## config.mk

```make
export PLATFORM = sky130hd
export DESIGN_NAME = host_xfer_port
export DESIGN_NICKNAME = d
export VERILOG_FILES = /design/src/rtl/hxp_pkg.sv /design/src/rtl/hxp_ctrl_regs.sv /design/src/rtl/hxp_h2p.sv /design/src/rtl/hxp_p2h.sv /design/src/rtl/host_xfer_port.sv
export SDC_FILE = /design/constraint.sdc
export NUM_CORES = 1
export LEC_CHECK = 0
export CORE_UTILIZATION = 40
export CTS_CLUSTER_SIZE = 12
export DETAILED_ROUTE_END_ITERATION = 8
export DONT_BUFFER_PORTS = 1
export GPL_TIMING_DRIVEN = 0
export HOLD_SLACK_MARGIN = 0.08
export PLACE_DENSITY = 0.61
export SLEW_MARGIN = 0
export SYNTH_ARGS = -nofsm -noshare
export SYNTH_HDL_FRONTEND = slang
export SYNTH_HIERARCHICAL = 1
export SYNTH_SLANG_ARGS = --single-unit
```

## constraint.sdc

```tcl
create_clock -name clk -period 4.4 [get_ports clk]
set_input_delay 0.44 -clock clk [delete_from_list [all_inputs] [get_ports clk]]
set_output_delay 0.44 -clock clk [all_outputs]
set_load 0.02 [all_outputs]
```

## src/rtl/hxp_pkg.sv

```systemverilog
package hxp_pkg;
  localparam int HADDR_W = 3;
  localparam int HBYTE_W = 8;

  localparam logic [HADDR_W-1:0] A_CTRL = 3'd0;
  localparam logic [HADDR_W-1:0] A_VEC  = 3'd1;
  localparam logic [HADDR_W-1:0] A_STAT = 3'd2;
  localparam logic [HADDR_W-1:0] A_IVEC = 3'd3;

  localparam int CTL_RXREQ = 0;
  localparam int CTL_TXREQ = 1;
  localparam int CTL_FLAG0 = 3;
  localparam int CTL_FLAG1 = 4;
  localparam int CTL_MODE0 = 5;
  localparam int CTL_MODE1 = 6;
  localparam int CTL_INIT  = 7;

  localparam logic [HBYTE_W-1:0] CTL_WMASK = 8'hFB;
  localparam logic [HBYTE_W-1:0] VEC_WMASK = 8'h9F;
  localparam logic [HBYTE_W-1:0] VEC_RST   = 8'h12;
  localparam logic [HBYTE_W-1:0] IVEC_RST  = 8'h0F;

  localparam int VEC_CMD = 7;
endpackage

```

## src/rtl/hxp_ctrl_regs.sv

```systemverilog
module hxp_ctrl_regs
  import hxp_pkg::*;
(
  input  logic               clk,
  input  logic               rst_n,
  input  logic               wr_ctrl,
  input  logic               wr_vec,
  input  logic               wr_ivec,
  input  logic [HBYTE_W-1:0] wdata,
  output logic [HBYTE_W-1:0] ctrl_q,
  output logic [HBYTE_W-1:0] vec_q,
  output logic [HBYTE_W-1:0] ivec_q,
  output logic               init_rx,
  output logic               init_tx
);
  logic [HBYTE_W-1:0] ctrl_d, vec_d, ivec_d, masked;

  always_comb begin
    masked  = wdata & CTL_WMASK;
    ctrl_d  = ctrl_q;
    init_rx = 1'b0;
    init_tx = 1'b0;
    if (wr_ctrl) begin
      ctrl_d           = masked;
      ctrl_d[CTL_INIT] = 1'b0;
      init_rx          = masked[CTL_INIT] & masked[CTL_RXREQ];
      init_tx          = masked[CTL_INIT] & masked[CTL_TXREQ];
    end
    vec_d  = wr_vec  ? (wdata & VEC_WMASK) : vec_q;
    ivec_d = wr_ivec ? wdata : ivec_q;
  end

  always_ff @(posedge clk or negedge rst_n) begin
    if (!rst_n) begin
      ctrl_q <= '0;
      vec_q  <= VEC_RST;
      ivec_q <= IVEC_RST;
    end else begin
      ctrl_q <= ctrl_d;
      vec_q  <= vec_d;
      ivec_q <= ivec_d;
    end
  end

  // a pending command only appears after a host vector write with bit 7
  p_cmd_from_write_r11: assert property (@(posedge clk) disable iff (!rst_n)
    $rose(vec_q[VEC_CMD]) |-> $past(wr_vec && wdata[VEC_CMD]));

  // the init bit never survives into the stored control value
  p_init_selfclear_r10: assert property (@(posedge clk) disable iff (!rst_n)
    wr_ctrl |=> !ctrl_q[CTL_INIT]);
endmodule

```

## src/rtl/hxp_h2p.sv

```systemverilog
module hxp_h2p
  import hxp_pkg::*;
#(
  parameter int NBYTES = 3,
  localparam int WORD_W = NBYTES * HBYTE_W
)(
  input  logic               clk,
  input  logic               rst_n,
  input  logic [NBYTES-1:0]  lane_wr,
  input  logic [HBYTE_W-1:0] wdata,
  input  logic               p_rd,
  input  logic               init_tx,
  output logic               txde,
  output logic               hrdf,
  output logic [WORD_W-1:0]  rx_word
);
  logic [WORD_W-1:0] hold_q, hold_d, rx_d;
  logic txde_s, hrdf_s, txde_d, hrdf_d;

  always_comb begin
    hold_d = hold_q;
    for (int k = 0; k < NBYTES; k++)
      if (lane_wr[k]) hold_d[k*HBYTE_W +: HBYTE_W] = wdata;
    rx_d   = rx_word;
    txde_s = txde;
    hrdf_s = hrdf;
    if (p_rd) hrdf_s = 1'b0;
    if (lane_wr[0]) begin
      if (txde && !hrdf) begin
        rx_d   = hold_d;
        hrdf_s = 1'b1;
      end else begin
        txde_s = 1'b0;
      end
    end
    if (init_tx) begin
      txde_s = 1'b1;
      hrdf_s = 1'b0;
    end
    txde_d = txde_s;
    hrdf_d = hrdf_s;
    if (!txde_s && !hrdf_s) begin
      rx_d   = hold_d;
      txde_d = 1'b1;
      hrdf_d = 1'b1;
    end
  end

  always_ff @(posedge clk or negedge rst_n) begin
    if (!rst_n) begin
      hold_q  <= '0;
      rx_word <= '0;
      txde    <= 1'b1;
      hrdf    <= 1'b0;
    end else begin
      hold_q  <= hold_d;
      rx_word <= rx_d;
      txde    <= txde_d;
      hrdf    <= hrdf_d;
    end
  end

  // whenever the processor word fills, the host stage is empty
  p_fill_leaves_empty_r3: assert property (@(posedge clk) disable iff (!rst_n)
    $rose(hrdf) |-> txde);

  // only a low-byte host write can empty-clear the host stage
  p_txde_fall_src_r3: assert property (@(posedge clk) disable iff (!rst_n)
    $fell(txde) |-> $past(lane_wr[0]));
endmodule

```

## src/rtl/hxp_p2h.sv

```systemverilog
module hxp_p2h
  import hxp_pkg::*;
#(
  parameter int NBYTES = 3,
  localparam int WORD_W = NBYTES * HBYTE_W
)(
  input  logic              clk,
  input  logic              rst_n,
  input  logic              p_wr,
  input  logic [WORD_W-1:0] p_wdata,
  input  logic              lo_rd,
  input  logic              init_rx,
  output logic              rxdf,
  output logic              htde,
  output logic [WORD_W-1:0] host_bytes
);
  logic [WORD_W-1:0] src_q, src_d, hb_d;
  logic rxdf_s, htde_s, rxdf_d, htde_d;

  always_comb begin
    src_d  = p_wr ? p_wdata : src_q;
    hb_d   = host_bytes;
    rxdf_s = rxdf;
    htde_s = htde;
    if (lo_rd) rxdf_s = 1'b0;
    if (p_wr)  htde_s = 1'b0;
    if (init_rx) begin
      rxdf_s = 1'b0;
      htde_s = 1'b1;
    end
    rxdf_d = rxdf_s;
    htde_d = htde_s;
    if (!rxdf_s && !htde_s) begin
      hb_d   = src_d;
      rxdf_d = 1'b1;
      htde_d = 1'b1;
    end
  end

  always_ff @(posedge clk or negedge rst_n) begin
    if (!rst_n) begin
      src_q      <= '0;
      host_bytes <= '0;
      rxdf       <= 1'b0;
      htde       <= 1'b1;
    end else begin
      src_q      <= src_d;
      host_bytes <= hb_d;
      rxdf       <= rxdf_d;
      htde       <= htde_d;
    end
  end

  // host bytes only fill together with the processor stage emptying
  p_fill_leaves_empty_r5: assert property (@(posedge clk) disable iff (!rst_n)
    $rose(rxdf) |-> htde);

  // processor stage only leaves empty after a processor write
  p_htde_fall_src_r5: assert property (@(posedge clk) disable iff (!rst_n)
    $fell(htde) |-> $past(p_wr));
endmodule

```

## src/rtl/host_xfer_port.sv

```systemverilog
module host_xfer_port
  import hxp_pkg::*;
#(
  parameter int NBYTES = 3,
  localparam int WORD_W = NBYTES * HBYTE_W,
  localparam int DATA_BASE = (1 << HADDR_W) - NBYTES
)(
  input  logic               clk,
  input  logic               rst_n,
  input  logic [HADDR_W-1:0] h_addr,
  input  logic               h_wr,
  input  logic               h_rd,
  input  logic [HBYTE_W-1:0] h_wdata,
  output logic [HBYTE_W-1:0] h_rdata,
  output logic               host_irq,
  input  logic               p_wr,
  input  logic [WORD_W-1:0]  p_wdata,
  input  logic               p_rd,
  output logic [WORD_W-1:0]  p_rdata,
  output logic [4:0]         p_status,
  output logic [4:0]         p_cmd_vec,
  output logic               p_cmd_irq,
  output logic               p_rx_irq,
  output logic               p_tx_irq
);
  logic [HBYTE_W-1:0] ctrl_q, vec_q, ivec_q, isr;
  logic [NBYTES-1:0]  lane_wr;
  logic [WORD_W-1:0]  host_bytes;
  logic init_rx, init_tx, txde, hrdf, rxdf, htde, lo_rd, hreq, dma_on;

  for (genvar k = 0; k < NBYTES; k++) begin : g_lane
    assign lane_wr[k] = h_wr && (h_addr == HADDR_W'(DATA_BASE + NBYTES - 1 - k));
  end

  assign lo_rd = h_rd && (h_addr == HADDR_W'(DATA_BASE + NBYTES - 1));

  hxp_ctrl_regs u_ctrl (
    .clk     (clk),
    .rst_n   (rst_n),
    .wr_ctrl (h_wr && h_addr == A_CTRL),
    .wr_vec  (h_wr && h_addr == A_VEC),
    .wr_ivec (h_wr && h_addr == A_IVEC),
    .wdata   (h_wdata),
    .ctrl_q  (ctrl_q),
    .vec_q   (vec_q),
    .ivec_q  (ivec_q),
    .init_rx (init_rx),
    .init_tx (init_tx)
  );

  hxp_h2p #(.NBYTES(NBYTES)) u_h2p (
    .clk     (clk),
    .rst_n   (rst_n),
    .lane_wr (lane_wr),
    .wdata   (h_wdata),
    .p_rd    (p_rd),
    .init_tx (init_tx),
    .txde    (txde),
    .hrdf    (hrdf),
    .rx_word (p_rdata)
  );

  hxp_p2h #(.NBYTES(NBYTES)) u_p2h (
    .clk        (clk),
    .rst_n      (rst_n),
    .p_wr       (p_wr),
    .p_wdata    (p_wdata),
    .lo_rd      (lo_rd),
    .init_rx    (init_rx),
    .rxdf       (rxdf),
    .htde       (htde),
    .host_bytes (host_bytes)
  );

  always_comb begin
    hreq   = |(ctrl_q[CTL_TXREQ:CTL_RXREQ] & {txde, rxdf});
    dma_on = ctrl_q[CTL_MODE0] | ctrl_q[CTL_MODE1];
    isr    = {hreq, dma_on, 3'b000, txde & ~hrdf, txde, rxdf};
  end

  always_comb begin
    h_rdata = '0;
    case (h_addr)
      A_CTRL:  h_rdata = ctrl_q;
      A_VEC:   h_rdata = vec_q;
      A_STAT:  h_rdata = isr;
      A_IVEC:  h_rdata = ivec_q;
      default: begin
        for (int k = 0; k < NBYTES; k++)
          if (h_addr == HADDR_W'(DATA_BASE + NBYTES - 1 - k))
            h_rdata = host_bytes[k*HBYTE_W +: HBYTE_W];
      end
    endcase
  end

  assign host_irq  = hreq;
  assign p_status  = {ctrl_q[CTL_FLAG1], ctrl_q[CTL_FLAG0], vec_q[VEC_CMD], htde, hrdf};
  assign p_cmd_vec = vec_q[4:0];
  assign p_cmd_irq = vec_q[VEC_CMD];
  assign p_rx_irq  = hrdf;
  assign p_tx_irq  = htde;

  // a status-address write alone leaves the host status unchanged
  p_stat_wr_ignored_r12: assert property (@(posedge clk) disable iff (!rst_n)
    (h_wr && h_addr == A_STAT && !p_wr && !p_rd) |=> $stable(isr));

  // a host request needs at least one enable bit
  p_hreq_enabled_r7: assert property (@(posedge clk) disable iff (!rst_n)
    host_irq |-> (ctrl_q[CTL_RXREQ] || ctrl_q[CTL_TXREQ]));
endmodule

```

==> summary.md <==
| Metric | Value |
|---|---|
| GRT Util Overall | `0.164` |
| Core ar. | `12800 um2` |
| Fillers | `1101` |
| Layout cells sized above 1 | `0.533` |
| Clock root buffer | `clkbuf_16` |
| Total CTS buffers | `17` |
| Vias | `2742` |
| Final max-slew violation count | `0` |
| Max IR drop VDD | `0.264 mV` |
| Die H | `118 um` |
| Top FF cell, synth | `dfrtp_1` |
| Worst setup EP type | `register` |
| Post-cts sizing count | `0` |
| Yosys cell types | `36` |
| #FFs+latches synth | `120` |
| Hpwl dp | `7250 um` |
| Wire per inst | `18.9 um` |
| Grt total ovfl | `0` |
| Antenna diodes | `0` |
| Initial antenna violation count | `0` |
| Synth Warn # | `6` |
| Worst slew margin | `0.594` |
| Number of synthesized flops with an enable pin | `0` |
| I/O pins | `87` |
| Max_cap viols | `0` |
| Worst r2r src | `u_h2p/txde` |
| F_max | `0.424 GHz` |
| Global-route wire length before repair | `16900 um` |
| Total length of routed wires | `10400 um` |
| Req. time, crit path | `4690 ps` |
| Worst Path Class, Setup | `in2reg` |
| Fin Setup TNS | `0 ps` |
| Port-buffer cells | `0` |
| Part of the Yosys area used for sequential elements | `0.564` |
| Avg Inst Size Synth | `15.7 um2` |
| R2R setup slack | `2600 ps` |
| DR iter-0 viols | `135` |
| Crit Path Max Fanout | `10` |
| Largest net degree at the start of global routing | `121` |
| Hold crit path type | `in2reg` |
| CTS sink count | `120` |
| Dpl cell area | `5570 um2` |
| Ys async rst share | `1.00` |
| Post-route DRC | `0` |
| Die area | `13800 um2` |
| Area delta synth->final | `15.8%` |
| Power per cell area | `582 nW/um2` |
| RSZ-0062 raised after global routing | `no` |
| CTS tree | `done` |
| Clock Skew | `15.6 ps` |
| Site Rows | `41` |
| Mapped Cells | `341` |
| Drt pass-1 iters | `4` |
| Vias per std cell | `4.99` |
| Worst Max-Slew Pin Slew | `609 ps` |
| Vias in the first global route | `2988` |
| Worst setup path end | `u_h2p/rx_word[7]` |
| Static Leak | `2.68 nW` |
| Tcrit/Tclk final | `0.536` |
| Final hold violation count | `0` |
| Synthesized area | `5340 um2` |
| Min cycle time layout | `2360 ps` |
| Outcome | `completed` |
| CTS clk-pin slew, worst paths | `50 ps` |
| Data arrival, critical path | `2650 ps` |
| ANT nets after route | `0` |
| Design area | `6180 um2` |
| Clk_lat worst skew | `410 ps` |
| Final setup vio count | `0` |
| Die Wd | `118 um` |
| CP startpoint kind | `input port` |
| Crit path from | `h_addr[2]` |
| Layout Nets | `406` |
| Clock tree buffer depth | `2` |
| Initial Utilization | `0.416` |
| Hold wc startpoint | `h_wdata[3]` |
| Reg2Reg Depth | `4` |
| CTS H-tree depth | `4` |
| Reg2reg end | `u_h2p/rx_word[7]` |
| GPL Wtd Cong | `0.749` |
[synthesized netlist by cell type, types with 3 or more instances]
cell type,n,share of area
mux2_2,94,0.20
mux2_4,29,0.082
nand2_1,4,0.0028
mux4_2,3,0.013
o21a_1,3,0.0042
dfrtp_1,112,0.52
mux2_1,3,0.0063
nor2_1,7,0.0049
nand3_1,3,0.0028
mux2i_1,4,0.0075
a221oi_2,6,0.017
buf_4,10,0.014
buf_2,4,0.0037
a21oi_1,7,0.0066
nor2b_1,5,0.0059
dfstp_2,8,0.039
and3_1,4,0.0047
buf_6,12,0.025
[through the flow]
stage,util,cells,setup slack (ps),hold WS (ps),power [mW]
2_1_floorplan,-,344,1940,144,2.10
3_3_place_gp,0.434,516,1650,150,2.22
3_5_place_dp,0.434,516,1630,150,2.24
4_1_cts,0.482,549,2060,156,3.65
5_1_grt,0.482,549,1950,150,3.77
6_report,0.482,549,2040,170,3.60
[cells by family (layout without fill, tap and decap cells)]
| logic type | Yosys count | count (layout) | share of synthesized area |
|---|---|---|---|
| AOI/OAI and AO/OA | 23 | 23 | 0.0420 |
| DFF | 120 | 120 | 0.564 |
| and+or+nand+nor | 33 | 33 | 0.0380 |
| buffers and inverters | 31 | 64 | 0.0487 |
| muxes | 133 | 133 | 0.306 |
| other | 1 | 4 | 0.000702 |
[power breakdown]
group	total, mW	internal (mW)	leakage, nW	switching [mW]
Sequential	1.69	1.39	1.42	0.298
Clock	1.36	0.897	0.280	0.463
Combinational	0.548	0.331	0.978	0.217
[critical path, stage by stage]
cell and delay (ps):
buf_2 180, inv_2 90, buf_2 190, nand2_1 90
nor3_1 50, buf_6 160, and3_1 250, nand2b_4 170
a221oi_4 430, buf_6 230, mux2_2 350
[state kept, by name (all words and copies together) (netlist names)]
name              flops
u_h2p/txde            1
u_p2h/host_bytes     24
u_p2h/src_q          24
u_ctrl/vec_q          6
u_h2p/hold_q         24
u_p2h/htde            1
u_h2p/rx_word        24
u_ctrl/ivec_q         8
u_h2p/hrdf            1
u_ctrl/ctrl_q         6
u_p2h/rxdf            1
[per-layer routing]
layer	vias up	wire length, um	track usage
met2	89	4760	0.241
met4	0	118	0.0577
met5	-	0	0
li1	1263	-	-
met1	1380	4740	0.215
met3	10	762	0.0722
[layout by cell type (no fill, tap or decap), drive strengths merged, types with 4 or more instances in the layout]
cell and count:
clkbuf 24, mux2 126, nor2b 7, dfstp 8
a221oi 9, nand2 4, a21oi 7, and3 4
clkinv 4, mux2i 4, conb 4, dfrtp 112
buf 28, nor2 7
[cell type report]
type	count	area, um2	area share
Sequential cell	120	3010	0.487
Timing Repair Buffer	2	37.5	0.00607
Buffer	29	253	0.0409
Multi-Input combinational cell	193	2080	0.336
Tap cell	172	215	0.0348
Clock buffer	22	454	0.0735
Inverter	2	7.51	0.00121
Clock inverter	9	125	0.0202
[repair_timing]
| item | 4_1_cts | 5_1_grt |
|---|---|---|
| hold endpoints to repair | 120 | 0 |
| buffers inserted | 0 | 0 |
| hold buffers | 2 | 0 |
[worst min-delay path by stage]
| stage | end | slack, ps | cells past startpoint |
|---|---|---|---|
| floorplan | u_ctrl/ctrl_q[0] | 140 | 0 |
| global placement | u_h2p/rx_word[14] | 150 | 0 |
| detailed placement | u_h2p/hold_q[14] | 150 | 0 |
| CTS | u_ctrl/ctrl_q[3] | 160 | 1 |
| global route | u_ctrl/vec_q[3] | 150 | 1 |
| finish | u_ctrl/ctrl_q[3] | 170 | 1 |
No activity file was read; power rests on OpenSTA's default activity.
